`config.mk`:
```
export PLATFORM = sky130hd
export DESIGN_NAME = cordic_iter
export DESIGN_NICKNAME = d
export VERILOG_FILES = /design/src/rtl/cordic_iter_pkg.sv /design/src/rtl/cordic_iter_ctrl.sv /design/src/rtl/cordic_iter_atan_rom.sv /design/src/rtl/cordic_iter_stage.sv /design/src/rtl/cordic_iter.sv
export SDC_FILE = /design/constraint.sdc
export NUM_CORES = 1
export LEC_CHECK = 0
export ABC_AREA = 1
export BUFFER_PORTS_ARGS = -buffer_cell sky130_fd_sc_hd__buf_4
export CAP_MARGIN = 40
export CORE_MARGIN = 8
export CORE_UTILIZATION = 41
export CTS_CLUSTER_SIZE = 40
export DETAILED_ROUTE_END_ITERATION = 8
export PLACE_DENSITY_LB_ADDON = 0.08
export SETUP_SLACK_MARGIN = 0.2
export SLEW_MARGIN = 20
export SYNTH_ARGS = -nofsm -noshare
export SYNTH_HDL_FRONTEND = slang
export SYNTH_SLANG_ARGS = --single-unit
```
`constraint.sdc`:
```
create_clock -name clk -period 12.3 [get_ports clk]
set_input_delay 1.845 -clock clk [delete_from_list [all_inputs] [get_ports clk]]
set_output_delay 1.845 -clock clk [all_outputs]
set_load 0.03 [all_outputs]
```
`src/rtl/cordic_iter_pkg.sv`:
```
`timescale 1ns/1ps
package cordic_iter_pkg;

   typedef enum logic [1:0] {
      ST_IDLE = 2'd0,
      ST_RUN  = 2'd1,
      ST_DONE = 2'd2
   } cordic_state_e;

   typedef enum logic {
      MODE_ROTATE = 1'b0,
      MODE_VECTOR = 1'b1
   } cordic_mode_e;

   localparam real TWO_PI = 6.283185307179586;

   // Micro-rotation angle for pass idx, in units of 2^bits per full turn, rounded.
   function automatic int atan_code(input int idx, input int bits);
      real t;
      real a;
      t = 1.0 / (2.0 ** idx);
      a = $atan(t) / TWO_PI * (2.0 ** bits);
      return $rtoi(a + 0.5);
   endfunction

endpackage

```
`src/rtl/cordic_iter_ctrl.sv`:
```
`timescale 1ns/1ps
module cordic_iter_ctrl
   import cordic_iter_pkg::*;
#(
   parameter int ITERS = 16,
   parameter int CNT_W = 4
) (
   input  logic             clk,
   input  logic             rst_n,
   input  logic             start_i,
   output logic             load_o,
   output logic             step_o,
   output logic [CNT_W-1:0] iter_o,
   output logic             busy_o,
   output logic             done_o
);

   localparam logic [CNT_W-1:0] LAST_PASS = CNT_W'(ITERS - 1);

   cordic_state_e    state_q;
   logic [CNT_W-1:0] iter_q;

   always_ff @(posedge clk or negedge rst_n) begin
      if (!rst_n) begin
         state_q <= ST_IDLE;
         iter_q  <= '0;
      end else begin
         unique case (state_q)
            ST_IDLE: begin
               if (start_i) begin
                  state_q <= ST_RUN;
                  iter_q  <= '0;
               end
            end
            ST_RUN: begin
               if (iter_q == LAST_PASS) begin
                  state_q <= ST_DONE;
               end else begin
                  iter_q <= iter_q + CNT_W'(1);
               end
            end
            ST_DONE: state_q <= ST_IDLE;
            default: state_q <= ST_IDLE;
         endcase
      end
   end

   assign load_o = (state_q == ST_IDLE) && start_i;
   assign step_o = (state_q == ST_RUN);
   assign iter_o = iter_q;
   assign busy_o = (state_q != ST_IDLE);
   assign done_o = (state_q == ST_DONE);

   assert_done_pulse_R2: assert property (@(posedge clk) disable iff (!rst_n)
      done_o |=> !done_o);

   assert_accept_R2: assert property (@(posedge clk) disable iff (!rst_n)
      (start_i && !busy_o) |=> (busy_o && step_o && iter_q == '0));

   assert_run_exit_R2: assert property (@(posedge clk) disable iff (!rst_n)
      (step_o && iter_q == LAST_PASS) |=> (done_o && busy_o));

   // a start seen mid-run neither restarts nor skips the pass sequence
   assert_pass_advance_R3: assert property (@(posedge clk) disable iff (!rst_n)
      (step_o && iter_q != LAST_PASS) |=> (step_o && iter_q == CNT_W'($past(iter_q) + CNT_W'(1))));

   assert_done_to_idle_R3: assert property (@(posedge clk) disable iff (!rst_n)
      done_o |=> !busy_o);

endmodule

```
`src/rtl/cordic_iter_atan_rom.sv`:
```
`timescale 1ns/1ps
module cordic_iter_atan_rom
   import cordic_iter_pkg::*;
#(
   parameter int ITERS = 16,
   parameter int ZW    = 20,
   parameter int CNT_W = 4
) (
   input  logic        [CNT_W-1:0] idx_i,
   output logic signed [ZW-1:0]    angle_o
);

   if (ZW > 31) begin : g_bad_zw
      $error("cordic_iter_atan_rom: ZW must not exceed 31");
   end

   logic signed [ZW-1:0] table_w [ITERS];

   for (genvar g = 0; g < ITERS; g++) begin : g_entry
      localparam int CODE = atan_code(g, ZW);
      assign table_w[g] = CODE[ZW-1:0];
   end

   assign angle_o = table_w[idx_i];

endmodule

```
`src/rtl/cordic_iter_stage.sv`:
```
`timescale 1ns/1ps
module cordic_iter_stage #(
   parameter int WORK_W    = 22,
   parameter int ZW        = 20,
   parameter int CNT_W     = 4,
   parameter bit LOG_SHIFT = 1'b1
) (
   input  logic               vector_i,
   input  logic signed [WORK_W-1:0] x_i,
   input  logic signed [WORK_W-1:0] y_i,
   input  logic signed [ZW-1:0]     z_i,
   input  logic        [CNT_W-1:0]  shift_i,
   input  logic signed [ZW-1:0]     angle_i,
   output logic signed [WORK_W-1:0] x_o,
   output logic signed [WORK_W-1:0] y_o,
   output logic signed [ZW-1:0]     z_o
);

   logic signed [WORK_W-1:0] x_sh;
   logic signed [WORK_W-1:0] y_sh;
   logic                     turn_ccw;

   if (LOG_SHIFT) begin : g_log_shift
      logic signed [WORK_W-1:0] xs [CNT_W+1];
      logic signed [WORK_W-1:0] ys [CNT_W+1];
      assign xs[0] = x_i;
      assign ys[0] = y_i;
      for (genvar k = 0; k < CNT_W; k++) begin : g_level
         assign xs[k+1] = shift_i[k] ? (xs[k] >>> (2 ** k)) : xs[k];
         assign ys[k+1] = shift_i[k] ? (ys[k] >>> (2 ** k)) : ys[k];
      end
      assign x_sh = xs[CNT_W];
      assign y_sh = ys[CNT_W];
   end else begin : g_flat_shift
      assign x_sh = x_i >>> shift_i;
      assign y_sh = y_i >>> shift_i;
   end

   // Rotation drives phase to zero; vectoring drives Y to zero.
   assign turn_ccw = vector_i ? y_i[WORK_W-1] : ~z_i[ZW-1];

   always_comb begin
      if (turn_ccw) begin
         x_o = x_i - y_sh;
         y_o = y_i + x_sh;
         z_o = z_i - angle_i;
      end else begin
         x_o = x_i + y_sh;
         y_o = y_i - x_sh;
         z_o = z_i + angle_i;
      end
   end

endmodule

```
`src/rtl/cordic_iter.sv`:
```
`timescale 1ns/1ps
module cordic_iter
   import cordic_iter_pkg::*;
#(
   parameter int DATA_W     = 16,
   parameter int ANG_W      = 16,
   parameter int ITERS      = 16,
   parameter int GUARD_W    = 2,
   parameter int FRAC_W     = 4,
   parameter int ANG_FRAC_W = 4,
   parameter bit LOG_SHIFT  = 1'b1
) (
   input  logic                          clk,
   input  logic                          rst_n,
   input  logic                          start_i,
   input  logic                          mode_i,
   input  logic signed [DATA_W-1:0]      x_i,
   input  logic signed [DATA_W-1:0]      y_i,
   input  logic signed [ANG_W-1:0]       z_i,
   output logic                          busy_o,
   output logic                          done_o,
   output logic signed [DATA_W+GUARD_W-1:0] x_o,
   output logic signed [DATA_W+GUARD_W-1:0] y_o,
   output logic signed [ANG_W-1:0]       z_o
);

   localparam int OUT_W  = DATA_W + GUARD_W;
   localparam int WORK_W = OUT_W + FRAC_W;
   localparam int ZW     = ANG_W + ANG_FRAC_W;
   localparam int CNT_W  = (ITERS > 1) ? $clog2(ITERS) : 1;

   if (DATA_W < 4)          begin : g_chk_data  $error("cordic_iter: DATA_W too small"); end
   if (ANG_W < 4)           begin : g_chk_ang   $error("cordic_iter: ANG_W too small"); end
   if (GUARD_W < 2)         begin : g_chk_guard $error("cordic_iter: GUARD_W must cover gain and fold"); end
   if (ITERS < 2)           begin : g_chk_it_lo $error("cordic_iter: ITERS must be at least 2"); end
   if (ITERS > WORK_W - 1)  begin : g_chk_it_hi $error("cordic_iter: ITERS exceeds datapath width"); end
   if (ZW > 31)             begin : g_chk_zw    $error("cordic_iter: phase path wider than 31 bits"); end

   logic                     load_w;
   logic                     step_w;
   logic [CNT_W-1:0]         iter_w;

   logic signed [WORK_W-1:0] x_q, y_q;
   logic signed [ZW-1:0]     z_q;
   cordic_mode_e             mode_q;

   logic signed [WORK_W-1:0] x_ext, y_ext;
   logic signed [ZW-1:0]     z_ext;
   logic                     fold_w;
   logic signed [WORK_W-1:0] x_ld, y_ld;
   logic signed [ZW-1:0]     z_ld;

   logic signed [ZW-1:0]     step_angle;
   logic signed [WORK_W-1:0] x_nx, y_nx;
   logic signed [ZW-1:0]     z_nx;

   cordic_iter_ctrl #(
      .ITERS (ITERS),
      .CNT_W (CNT_W)
   ) u_ctrl (
      .clk     (clk),
      .rst_n   (rst_n),
      .start_i (start_i),
      .load_o  (load_w),
      .step_o  (step_w),
      .iter_o  (iter_w),
      .busy_o  (busy_o),
      .done_o  (done_o)
   );

   cordic_iter_atan_rom #(
      .ITERS (ITERS),
      .ZW    (ZW),
      .CNT_W (CNT_W)
   ) u_rom (
      .idx_i   (iter_w),
      .angle_o (step_angle)
   );

   cordic_iter_stage #(
      .WORK_W    (WORK_W),
      .ZW        (ZW),
      .CNT_W     (CNT_W),
      .LOG_SHIFT (LOG_SHIFT)
   ) u_stage (
      .vector_i (mode_q == MODE_VECTOR),
      .x_i      (x_q),
      .y_i      (y_q),
      .z_i      (z_q),
      .shift_i  (iter_w),
      .angle_i  (step_angle),
      .x_o      (x_nx),
      .y_o      (y_nx),
      .z_o      (z_nx)
   );

   // Load path: widen, then fold into the convergent half-plane by a 180 degree turn.
   assign x_ext = $signed({{GUARD_W{x_i[DATA_W-1]}}, x_i, {FRAC_W{1'b0}}});
   assign y_ext = $signed({{GUARD_W{y_i[DATA_W-1]}}, y_i, {FRAC_W{1'b0}}});
   assign z_ext = $signed({z_i, {ANG_FRAC_W{1'b0}}});

   always_comb begin
      if (mode_i) begin
         fold_w = x_i[DATA_W-1];
      end else begin
         fold_w = z_i[ANG_W-1] ^ z_i[ANG_W-2];
      end
      if (fold_w) begin
         x_ld = -x_ext;
         y_ld = -y_ext;
         z_ld = $signed({~z_ext[ZW-1], z_ext[ZW-2:0]});
      end else begin
         x_ld = x_ext;
         y_ld = y_ext;
         z_ld = z_ext;
      end
   end

   always_ff @(posedge clk or negedge rst_n) begin
      if (!rst_n) begin
         x_q    <= '0;
         y_q    <= '0;
         z_q    <= '0;
         mode_q <= MODE_ROTATE;
      end else if (load_w) begin
         x_q    <= x_ld;
         y_q    <= y_ld;
         z_q    <= z_ld;
         mode_q <= cordic_mode_e'(mode_i);
      end else if (step_w) begin
         x_q <= x_nx;
         y_q <= y_nx;
         z_q <= z_nx;
      end
   end

   assign x_o = x_q[WORK_W-1:FRAC_W];
   assign y_o = y_q[WORK_W-1:FRAC_W];
   assign z_o = z_q[ZW-1:ANG_FRAC_W];

   assert_xpos_in_vectoring_R5: assert property (@(posedge clk) disable iff (!rst_n)
      (step_w && mode_q == MODE_VECTOR) |-> !x_q[WORK_W-1]);

   assert_fold_range_R6: assert property (@(posedge clk) disable iff (!rst_n)
      (step_w && iter_w == '0 && mode_q == MODE_ROTATE) |-> (z_q[ZW-1] == z_q[ZW-2]));

   assert_result_hold_R7: assert property (@(posedge clk) disable iff (!rst_n)
      (!step_w && !load_w) |=> ($stable(x_q) && $stable(y_q) && $stable(z_q)));

   assert_rot_residual_R4: assert property (@(posedge clk) disable iff (!rst_n)
      (done_o && mode_q == MODE_ROTATE) |-> (z_o >= -2 && z_o <= 2));

endmodule

```
Word-level counts from Yosys, hierarchy flattened
Memory sizes are Yosys's and may differ from the RTL's.
Index checks and enable logic that the tools add are counted.
{ "totals": {"ramBits": 0, "rom_bits": 320, "n_memories": 1, "regBits": 71, "wordCells": 64, "output_inout_bits": 54, "latchBits": 0, "in_bits": 52} }
{ "memory_table": {"columns": ["memory", "words", "word_bits", "rd", "rd_ports_with_merged_regs", "write_ports", "line_no", "source"], "rows": [
  ["(name not given)", 16, 20, 1, 0, 0, "cordic_iter_atan_rom.sv:24", "assign angle_o = table_w[idx_i];"]
]} }
{ "classes": {"n_mux": 30, "n_shift": 0, "add_sub_neg": 9, "n_reduce_logical": 7, "n_div": 0, "multipliers": 0, "bitwise": 4, "n_lt_le_gt_ge": 1, "eq_ne": 6} }
{ "ops": {"columns": ["operator", "count"], "rows": [
  ["$mux W22", 8],
  ["$mux W21", 8],
  ["$mux W20", 6],
  ["$add A22 B22 Y22", 2],
  ["$neg A20 Y22", 2],
  ["$sub A22 B22 Y22", 2],
  ["$add A20 B20 Y20", 1],
  ["$sub A20 B20 Y20", 1],
  ["$mux W4", 2],
  ["$pmux W4 S2", 1],
  ["$reduce_bool A2 Y1", 3],
  ["$ge A5 B5 Y1 const B", 1],
  ["$not A4 Y5", 1],
  ["$add A4 B1 Y4 const B", 1],
  ["$eq A4 B4 Y1 const B", 1],
  ["$mux W2", 2],
  ["$ne A2 B2 Y1 const B", 2],
  ["$pmux W2 S2", 1],
  ["$reduce_and A3 Y1", 1],
  ["$eq A2 B1 Y1 const B", 1],
  ["$eq A2 B2 Y1 const B", 1],
  ["$logic_not A2 Y1", 1],
  ["$mux W1", 2],
  ["$ne A2 B1 Y1 const B", 1],
  ["4 further kinds", 5]
]} }

Logic depth before layout (Yosys ltp)
{ "depth": {"word_depth": 8, "ltp_mapped": 29, "ltp_nobuf": 27} }

By module
From an unflattened synthesis, not the netlist that was laid out.
{ "hier_totals": {"hier_cells": 1958, "hier_area_um2": 11647.4} }
{ "modules_own_cells": {"columns": ["mod", "area_per_inst_um2", "instances", "seq_area_each_um2", "cells_per_inst"], "rows": [
  ["cordic_iter_stage", 6541.3, 1, 0.0, 1194],
  ["cordic_iter", 4352.9, 1, 1626.6, 643],
  ["cordic_iter_atan_rom", 450.4, 1, 0.0, 84],
  ["cordic_iter_ctrl", 302.8, 1, 150.1, 37]
]} }

Worst setup path before layout
No wires, ideal clock.
{ "synth_timing": {"kind": "reg2reg", "startpoint": "register u_ctrl.iter_q[1], in the netlist u_ctrl.iter_o[1]", "endpoint": "register z_q[16]", "slack_ns": 8.389, "synth_period_minus_slack_ns": 3.911, "t_arrival_ns": 3.780, "required_time_ns": 12.170, "setup_time_ns": 0.130, "stages_incl_launch_ff": 26, "n_path_buf": 3, "path_cell_list": "dfrtp_1 > buf_6 > inv_4 > buf_8 > buf_12 > ha_1 > inv_1 > nand2_1 > o21ai_0 > or2_2 > ha_1 > nand2_1 > o21ai_0 > fa_1 > inv_1 > nand3_1 > nand2_1 > nand2_1 > nand2_1 > a21oi_1 > o21ai_0 > a21oi_1 > o21ai_0 > nand2_1 > nand2_1 > o211ai_1"} }
{ "synth_between": {"elab_chain_cells": 8, "word_cells_on_any_way": 9, "classes_between": "add/sub: 2; mux: 5; bitwise: 1; memory: 1"} }
{ "synth_rtl": {"columns": ["item", "line_no", "source"], "rows": [
  ["start: declaration", "cordic_iter_ctrl.sv:21", "logic [CNT_W-1:0] iter_q;"],
  ["start signal: assignment", "cordic_iter_ctrl.sv:39", "iter_q <= iter_q + CNT_W'(1);"],
  ["$not A4 Y5 (not written as such) *", "cordic_iter_atan_rom.sv:24", null],
  ["$mem_v2 Z16 W20 *", null, null],
  ["$mux W20 (not written as such) * (2 in a row)", "cordic_iter_atan_rom.sv:24", null],
  ["$add A20 B20 Y20 or $sub A20 B20 Y20 (tied branches)", "cordic_iter_stage.sv:50, cordic_iter_stage.sv:46", null],
  ["$mux W20 *", "cordic_iter_stage.sv:43", "if (turn_ccw) begin"],
  ["$mux W20 *", "cordic_iter.sv:130", "end else if (step_w) begin"],
  ["$mux W20 *", "cordic_iter.sv:125", "end else if (load_w) begin"],
  ["end signal: assignment", "cordic_iter.sv:128", "z_q <= z_ld;"],
  ["end signal: assignment", "cordic_iter.sv:133", "z_q <= z_nx;"],
  ["end: declaration", "cordic_iter.sv:44", "logic signed [ZW-1:0] z_q;"]
]} }
Every way passes the cells marked *; elsewhere a longest branch is shown, timed or not. The select of a mux whose other input is x is not followed.
A chain may end at the register's enable or synchronous reset.

Worst setup path in the final report
{ "layout_timing": {"startpoint": "register u_ctrl.iter_q[3], in the netlist u_ctrl.iter_o[3]", "endpoint": "register z_q[17]"} }
The elaborated chain is that of the path after synthesis.

==> results.toml <==
[layout]
multi_input_area_mm2 = 0.00786
diodes = 0
final_layout_size_suffix_gt1_share_pct = 12.1
seq_area_mm2 = 0.00178
areaGrowthSynthToFinish_pct = 8.93
nNetsFinal = 1931
fillers = 2897

[clock_tree]
cts_root_buffer = "clkbuf_16"
insertion_delay_ns = 0.36
post_cts_resized = 0
clkSlewWorstSetupHoldPaths_ns = 0.07
cts_tree = "done"
holdBufCountCts = 0
cts_buffer_depth = 2
post-cts-setup-buffers = 0
htreeDepth = 3
clock-sinks = 71
cts-buffers-inserted = 9

[detailed_routing]
antenna_left = 0
route.vias.total = 11952
vias_per_cell = 5.57
drc = 0
wire_per_inst_um = 18.4
dr.first_iter.drc_count = 1036
dr.pass1.iters = 6
drt-total-wl_um = 39500

[worst_setup_path]
crit_path_end_kind = "register"
worstSetupPathType = "register to register"
worstPathRequired_ns = 12.53
crit_fanout = 52
cp.arrival_ns = 5.24
startpoint_type = "register"

[min_path]
hold_class = "register to register"

[timing]
tightestPinTransition_ns = 0.840
final.setup.tns_ns = 0
rsz0062_at_grt = "false"
finClkSkew_ns = 0.0156
final.setup.worst_slack_ns = 7.29
slew_violations = 0
finalHoldViolCount = 0
final-setup-viol-count = 0
fin_crit_ns = 5.01
timing.final.crit_share_pct = 40.8
slew_headroom_pct = 43.4
max_freq_mhz = 199

[synth]
synthCells = 1789
synthTopCellsByArea = "dfrtp_1 16%, nand2_1 15%, nand3_1 10%"
synth_area_mm2 = 0.0111
yosysTopAreaCellShare_pct = 16.0
ys_seq_area_share_pct = 16.0
synth_edf_count = 0
postSynthAreaPerCell_um2 = 6.20
ys_async_sr_fraction_pct = 100
syn-num-nets = 1920
synth_ff_type = "dfrtp_1"
yosysWarnings = 0
yosysTopAreaCell = "dfrtp_1"
ys_types = 59
ys_ff_latch = 71

[floorplan]
die_w_um = 180
rows = 60
coreArea_mm2 = 0.0267
die_height_um = 180
initial_core_util_pct = 41.5
dieArea_mm2 = 0.0326
io_pins = 106

[place]
gp_congestion = 0.891
portBuffers = 105
preCtsSetupSlack_ns = 7.37
hpwl_um = 30700

[outcome]
status = "complete, no violations"

[global_route]
antenna_found_initial = 0
grt_max_degree = 53
grt_use_total_pct = 23.5
grt.overflow.total = 0
grt_pass1_wl_um = 62000
grt_pass1_vias = 11276

[flow_run]
cap_viol_max_count = 0
layout by cell type, fill, tap and decap left out, drive strengths merged, types with 29 or more instances in the layout:
cell	instances
o21ai	125
nand3	240
nand2	456
inv	176
nor2	130
buf	120
a21oi	140
ha	76
xor2	55
dfrtp	71
xnor2	29
synth_stat cells, types with 14 or more instances:
library cell  count
dfrtp_1          71
o211ai_1         19
nor3_1           18
buf_4            57
inv_1           169
or2_2            17
ha_1             76
clkbuf_1         27
xor2_1           55
xnor2_1          29
nand2_1         440
o21a_1           14
a21oi_1         133
nand3_1         229
o21ai_0         108
nand2_2          16
nor2_1          120
buf_2            20
o22ai_1          14
routing by layer:
metal / global-route usage [%] / vias to the layer above / wire, µm / share of wire (%)
li1: - / 5979 / - / -
met1: 31.5 / 5560 / 18500 / 47
met2: 37.3 / 359 / 17400 / 44
met3: 4.82 / 54 / 2550 / 6.5
met4: 7.34 / 0 / 1040 / 2.6
met5: 0 / - / 0 / 0
final timing paths:
kind                                                    from                  end  slack, ns  cells past startpoint
worst max-delay path            u_ctrl.iter_o[3]$_DFFE_PN0P_  z_q[17]$_DFFE_PN0P_       7.29                     21
worst min-delay path                      z_q[2]$_DFFE_PN0P_   z_q[2]$_DFFE_PN0P_       0.50                      2
worst max register to register  u_ctrl.iter_o[3]$_DFFE_PN0P_  z_q[17]$_DFFE_PN0P_       7.29                     21
worst min register to register            z_q[2]$_DFFE_PN0P_   z_q[2]$_DFFE_PN0P_       0.50                      2
max in group asynchronous                              rst_n  y_q[21]$_DFFE_PN0P_      10.28                      2
min in group asynchronous                              rst_n   z_q[5]$_DFFE_PN0P_       1.40                      1
kinds of logic (layout without fill, tap and decap cells):
kind of cell | count (synthesis) | in the layout | synth area share (%)
AND/OR/NAND/NOR | 887 | 887 | 35.2
AO/OA/AOI/OAI | 371 | 371 | 19.8
buffers and inverters | 297 | 313 | 13.2
XOR/XNOR | 84 | 84 | 6.63
adder cells (fa/ha/maj) | 79 | 79 | 9.11
flip-flops | 71 | 71 | 16.0
final cells by class:
cell class,instances,area share [%]
multi-input combinational,1421,65.1
sequential,71,14.7
timing repair buffer,120,7.86
inverter,177,5.56
tap,341,3.53
clock buffer,10,1.98
clock inverter,6,1.28
stage by stage:
stage               instances  utilization (%)  instance area, µm²  hold slack [ns]
floorplan                1789                -               11100            0.458
global placement         2126             43.5               11600            0.473
detailed placement       2129             43.7               11700            0.484
CTS                      2145             45.2               12100            0.501
global route             2146             45.2               12100            0.548
finish                   2146             45.2               12100            0.499
worst max-delay path, cell delays in order (launching register included):
cell and delay, ns:
dfrtp_2 0.38, buf_4 0.31, inv_1 0.51, buf_4 0.41
o21ai_1 0.19, o21ai_1 0.24, ha_1 0.24, nand2_1 0.09
nor3_2 0.22, nand2_1 0.09, nand2_1 0.14, xor2_1 0.09
ha_1 0.40, nand2_1 0.13, nor4_1 0.55, a21oi_1 0.19
o21bai_1 0.29, nand3_1 0.14, nand2_1 0.08, nand2_1 0.04
nand3_1 0.07, nand3_1 0.06
state kept, by name, summed over array words and instances, names as in the netlist:
register        cells
u_ctrl.iter_o       4
u_ctrl.state_q      2
z_q                20
x_q                22
y_q                22
mode_q              1
Power is left out: the tool's default activity adds up to more than one toggle a clock period on the data nets, which glitch-free logic cannot reach.
